`src/rtl/esg_pkg.sv`:
```
// Package: shared entry flag type and field positions for the edge-sequenced
// pulse generator. Assumes the write word is {flags, offset}.
package esg_pkg;
    localparam int FLAG_W = 2;

    // Control flags stored with every edge entry.
    typedef struct packed {
        logic loop_back;
        logic flip;
    } esg_flags_t;
endpackage

```
`src/rtl/esg_entry_bank.sv`:
```
// Entry bank: stores NUM_ENTRIES edge entries (offset + flags) written via a
// single write port, and reads the entry selected by rd_idx combinationally.
// Assumes wr_addr is in range; all entries clear to zero on reset.
module esg_entry_bank
    import esg_pkg::*;
#(
    parameter int NUM_ENTRIES = 8,
    parameter int OFS_W       = 16,
    localparam int IDX_W      = $clog2(NUM_ENTRIES)
) (
    input  logic               clk,
    input  logic               rst_n,
    input  logic               wr_en,
    input  logic [IDX_W-1:0]   wr_addr,
    input  logic [OFS_W+FLAG_W-1:0] wr_data,
    input  logic [IDX_W-1:0]   rd_idx,
    output logic [OFS_W-1:0]   rd_ofs,
    output esg_flags_t         rd_flags
);
    logic [OFS_W-1:0] ofs_q   [NUM_ENTRIES];
    esg_flags_t       flags_q [NUM_ENTRIES];

    for (genvar g = 0; g < NUM_ENTRIES; g++) begin : g_entry
        // Capture one entry when its index is written.
        always_ff @(posedge clk) begin
            if (!rst_n) begin
                ofs_q[g]   <= '0;
                flags_q[g] <= '0;
            end else if (wr_en && (wr_addr == IDX_W'(g))) begin
                ofs_q[g]   <= wr_data[OFS_W-1:0];
                flags_q[g] <= esg_flags_t'(wr_data[OFS_W+FLAG_W-1:OFS_W]);
            end
        end
    end

    // Present the currently selected entry.
    always_comb begin
        rd_ofs   = ofs_q[rd_idx];
        rd_flags = flags_q[rd_idx];
    end
endmodule

```
`src/rtl/esg_tick_counter.sv`:
```
// Tick counter: counts tick pulses for the current entry and flags the tick
// that completes it. A zero limit counts as one tick. Assumes clear is held
// while the sequence is not running.
module esg_tick_counter #(
    parameter int OFS_W = 16
) (
    input  logic             clk,
    input  logic             rst_n,
    input  logic             clear,
    input  logic             tick,
    input  logic [OFS_W-1:0] limit,
    output logic             done,
    output logic [OFS_W-1:0] count
);
    logic [OFS_W-1:0] eff_limit;
    logic [OFS_W:0]   count_inc;

    // Derive the effective limit and the completing tick.
    always_comb begin
        eff_limit = (limit == '0) ? OFS_W'(1) : limit;
        count_inc = {1'b0, count} + 1'b1;
        done      = !clear && tick && (count_inc >= {1'b0, eff_limit});
    end

    // Advance on ticks, restart on completion or clear.
    always_ff @(posedge clk) begin
        if (!rst_n || clear || done) begin
            count <= '0;
        end else if (tick) begin
            count <= count_inc[OFS_W-1:0];
        end
    end
endmodule

```
`src/rtl/esg_sequencer.sv`:
```
// Sequencer: tracks run state, the current entry index and the output level.
// Applies the flip and loop flags when an entry completes; wraps after the
// last entry. Assumes step_done is only raised while running.
module esg_sequencer
    import esg_pkg::*;
#(
    parameter int NUM_ENTRIES = 8,
    localparam int IDX_W      = $clog2(NUM_ENTRIES)
) (
    input  logic             clk,
    input  logic             rst_n,
    input  logic             enable,
    input  logic             step_done,
    input  esg_flags_t       flags,
    output logic             running,
    output logic [IDX_W-1:0] idx,
    output logic             level
);
    logic last_entry;

    // Decide whether the next entry is entry 0.
    always_comb begin
        last_entry = flags.loop_back || (idx == IDX_W'(NUM_ENTRIES - 1));
    end

    // Start, stop and step through the entries.
    always_ff @(posedge clk) begin
        if (!rst_n || !enable) begin
            running <= 1'b0;
            idx     <= '0;
            level   <= 1'b0;
        end else if (!running) begin
            running <= 1'b1;
            idx     <= '0;
            level   <= 1'b0;
        end else if (step_done) begin
            level <= level ^ flags.flip;
            idx   <= last_entry ? '0 : idx + 1'b1;
        end
    end
endmodule

```
`src/rtl/edge_seq_pulse_gen.sv`:
```
// Top: edge-sequenced frame-sync pulse generator. Entries are written while
// stopped; raising enable starts at entry 0 with the output low and counts
// tick_en pulses against each entry's offset.
module edge_seq_pulse_gen
    import esg_pkg::*;
#(
    parameter int NUM_ENTRIES = 8,
    parameter int OFS_W       = 16,
    localparam int IDX_W      = $clog2(NUM_ENTRIES)
) (
    input  logic                    clk,
    input  logic                    rst_n,
    input  logic                    enable,
    input  logic                    tick_en,
    input  logic                    wr_en,
    input  logic [IDX_W-1:0]        wr_addr,
    input  logic [OFS_W+FLAG_W-1:0] wr_data,
    output logic                    pulse_out
);
    logic             run_q;
    logic [IDX_W-1:0] cur_idx;
    logic [OFS_W-1:0] cur_ofs;
    esg_flags_t       cur_flags;
    logic             cur_loop;
    logic             step_done;
    logic [OFS_W-1:0] cnt_q;
    logic             cnt_clear;
    logic             cnt_tick;

    // Gate counting to the running state.
    always_comb begin
        cnt_clear = !enable || !run_q;
        cnt_tick  = tick_en && run_q && enable;
        cur_loop  = cur_flags.loop_back;
    end

    esg_entry_bank #(.NUM_ENTRIES(NUM_ENTRIES), .OFS_W(OFS_W)) u_bank (
        .clk      (clk),
        .rst_n    (rst_n),
        .wr_en    (wr_en),
        .wr_addr  (wr_addr),
        .wr_data  (wr_data),
        .rd_idx   (cur_idx),
        .rd_ofs   (cur_ofs),
        .rd_flags (cur_flags)
    );

    esg_tick_counter #(.OFS_W(OFS_W)) u_cnt (
        .clk   (clk),
        .rst_n (rst_n),
        .clear (cnt_clear),
        .tick  (cnt_tick),
        .limit (cur_ofs),
        .done  (step_done),
        .count (cnt_q)
    );

    esg_sequencer #(.NUM_ENTRIES(NUM_ENTRIES)) u_seq (
        .clk       (clk),
        .rst_n     (rst_n),
        .enable    (enable),
        .step_done (step_done),
        .flags     (cur_flags),
        .running   (run_q),
        .idx       (cur_idx),
        .level     (pulse_out)
    );
endmodule

```
`config.mk`:
```
export PLATFORM = sky130hd
export DESIGN_NAME = edge_seq_pulse_gen
export DESIGN_NICKNAME = d
export VERILOG_FILES = /design/src/rtl/esg_pkg.sv /design/src/rtl/esg_entry_bank.sv /design/src/rtl/esg_tick_counter.sv /design/src/rtl/esg_sequencer.sv /design/src/rtl/edge_seq_pulse_gen.sv
export SDC_FILE = /design/constraint.sdc
export NUM_CORES = 1
export LEC_CHECK = 0
export ABC_CLOCK_PERIOD_IN_PS = 3850
export BUFFER_PORTS_ARGS = -buffer_cell sky130_fd_sc_hd__buf_2
export CAP_MARGIN = 10
export CORE_UTILIZATION = 58
export CTS_BUF_LIST = sky130_fd_sc_hd__clkbuf_4 sky130_fd_sc_hd__clkbuf_8
export DETAILED_ROUTE_END_ITERATION = 10
export PLACE_DENSITY = 0.76
export SETUP_SLACK_MARGIN = 0.5
export SKIP_CTS_REPAIR_TIMING = 1
export SLEW_MARGIN = 20
export SYNTH_ARGS = -nofsm -noshare
export SYNTH_HDL_FRONTEND = slang
export SYNTH_SLANG_ARGS = --single-unit
```
`constraint.sdc`:
```
create_clock -name clk -period 3.85 [get_ports clk]
set_clock_uncertainty 0.15 [all_clocks]
set_input_delay 0.385 -clock clk [delete_from_list [all_inputs] [get_ports clk]]
set_output_delay 0.385 -clock clk [all_outputs]
set_load 0.1 [all_outputs]
```
==> out/qor.yml <==
drv_slew: 0
synth_edf_count: 144
clk-insertion-delay-late_ns: 0.45
grt_usage_pct: 27.5
max_freq_ghz: 0.264
worstHoldPathType: "in2reg"
final_cells: 863
p_leak_nw: 3.24
synthArstFlopShare_pct: 0
vias: 5290
avgRoutedWirePerCell_um: 21.8
grt_start_max_net_pins: 28
row_count: 43
rsz0062_at_grt: "true"
place.gp.congestion: 0.832
yosysWarnings: 0
grt_first_pass_wirelength_um: 28800
fp.dieArea_um2: 14600
slew_headroom_pct: 32.3
powerDensity_nw_per_um2: 386
clk_pin_slew_ns: 0.09
clockBufferDepth: 2
ys_seq_elements: 168
num_io_pins: 27
setup_tns_ns: 0
dp_hpwl_um: 12400
dp_slack_ns: -0.0681
grt_antenna_before_repair: 0
holdWs_ns: 0.0477
postSynthAreaPerCell_um2: 13.4
synth-xor-area-share_pct: 1.49
dpl_cell_area_um2: 8800
synth_top_family_by_area: "simple AND/OR/NAND/NOR gates"
ys_seq_area_share_pct: 58.5
drc: 0
portBuffers: 26
vias_per_cell: 6.13
status: "complete, no violations"
dp.cells: 823
fin_ws_ns: 0.0563
numCtsBuffers: 17
final-seq-area_um2: 4810
core_area_um2: 13800
ir_drop_mv: 0.314
hp-start: "enable"
start_util_pct: 59.4
drt_iter0_drc: 458
grt_pass1_vias: 5222
antenna_left: 0
cp.required_ns: 4.05
hold_violations: 0
min_period_over_period_pct: 98.5
area_growth_pct: 14.8
layout_commonest_cell: "and2_1"
synthFlopType: "edfxtp_1"
h-tree-depth: 4
finalNetCount: 715
nFillCells: 946
syn_inst: 611
cp.arrival_ns: 4.00
synthAdderAreaFrac_pct: 2.90
synth_compound_area_share_pct: 4.07
worst_pin_slew_ns: 1.01
multi_input_area_um2: 3430
muxShareOfSynthArea_pct: 12.7
clock-root-buffer: "clkbuf_8"
crit_type: "reg2reg"
clock_sinks: 168
grt-ovfl-total: 0
syn_area_um2: 8210
critPathLaunchType: "flip-flop"
final_cell_area_um2: 9420
fp.dieH_um: 121
yosysUniqueCellTypes: 46
power_mw: 3.64
end_kind: "flip-flop"
syn_nets: 656
cts_tree: "done"
first_pass_iters: 5
fin_util_pct: 68.1
diodes: 0
maxCapViolations: 0
finalSetupViolCount: 0
die_w_um: 121
drive_gt1_share_pct: 25.5
wl_um: 18800
critPathMaxFanout: 6
yosys.area_share.simple_pct: 18.6
layout_common_cells: "145 x and2_1, 144 x edfxtp_1, 38 x buf_4, 37 x nand2_1, 36 x mux4_2"
period_needed_ns: 3.79
[layer usage]
| layer | up-vias | GRT usage (%) | part of all wire, % |
|---|---|---|---|
| met1 | 2626 | 35.1 | 39 |
| met3 | 45 | 6.02 | 6.4 |
| met5 | - | 0 | 0 |
| met2 | 216 | 46.3 | 51 |
| li1 | 2403 | - | - |
| met4 | 0 | 9.80 | 3.0 |
[cells by family after synthesis]
kind of cell    count (synthesis)
compound gates                 51
xor+xnor                       14
fa+ha+maj                      19
buf+inv                        32
flops                         168
mux                            59
simple gates                  268
[final timing paths]
check / endpoint / slack, ns / depth (start not counted)
worst max-delay path: u_cnt.count[15] / 0.06 / 12
worst min-delay path: u_seq.running / 0.05 / 2
worst max register to register: u_cnt.count[15] / 0.06 / 12
worst min register to register: u_seq.level / 0.34 / 2
[synth_stat cells, types with 2 or more instances]
library cell,number,share of area [%]
and2_1,145,11
edfxtp_1,144,53
nand2_1,37,1.7
mux4_2,36,9.9
dfxtp_1,24,5.9
mux2i_1,23,2.8
nand3_1,23,1.4
ha_1,19,2.9
a21oi_1,16,0.98
clkbuf_1,15,0.69
nor2_1,15,0.69
nor3_1,14,0.85
buf_2,12,0.73
xnor2_1,11,1.2
a31oi_1,10,0.76
o21ai_0,9,0.55
nand4_1,6,0.46
nand2b_1,5,0.38
nor4_1,5,0.38
o31ai_1,4,0.37
nand3b_1,3,0.27
xor2_1,3,0.32
a2111oi_0,2,0.21
a211oi_1,2,0.18
and3_1,2,0.15
buf_1,2,0.092
inv_1,2,0.092
nand4b_1,2,0.21
nor2b_1,2,0.15
or4_1,2,0.18
[sequential cells by signal (all words and copies together), names as in the netlist, named ones only]
| register | count |
|---|---|
| u_seq.idx | 3 |
| u_bank.ofs_q | 128 |
| u_seq.level | 1 |
| u_bank.flags_q | 16 |
| u_seq.running | 1 |
| u_cnt.count | 16 |
[cell type report]
cell class / count / share of cell area (%)
clock inverters: 15 / 2.05
multi-input cells: 411 / 36.5
inverters: 2 / 0.0797
flip-flops and latches: 168 / 51.1
well taps: 180 / 2.39
repair buffers: 70 / 5.44
clock buffers: 17 / 2.48
[power by group]
part           switching, mW  internal, mW
logic                  0.138        0.0852
registers             0.0339          2.07
clock network          0.704         0.606
total                  0.875          2.77
[critical path, stage by stage, from the launching register on]
cell      delay [ns]
dfxtp_4         0.42
mux4_2          0.53
or4_4           0.56
nor3_4          0.17
a31oi_2         0.07
o31ai_2         0.30
ha_1            0.27
nand2b_4        0.14
a21oi_2         0.13
o21ai_2         0.08
a211oi_4        0.28
or4b_1          0.46
a31oi_1         0.16
Power figures use the tool's default switching activity.
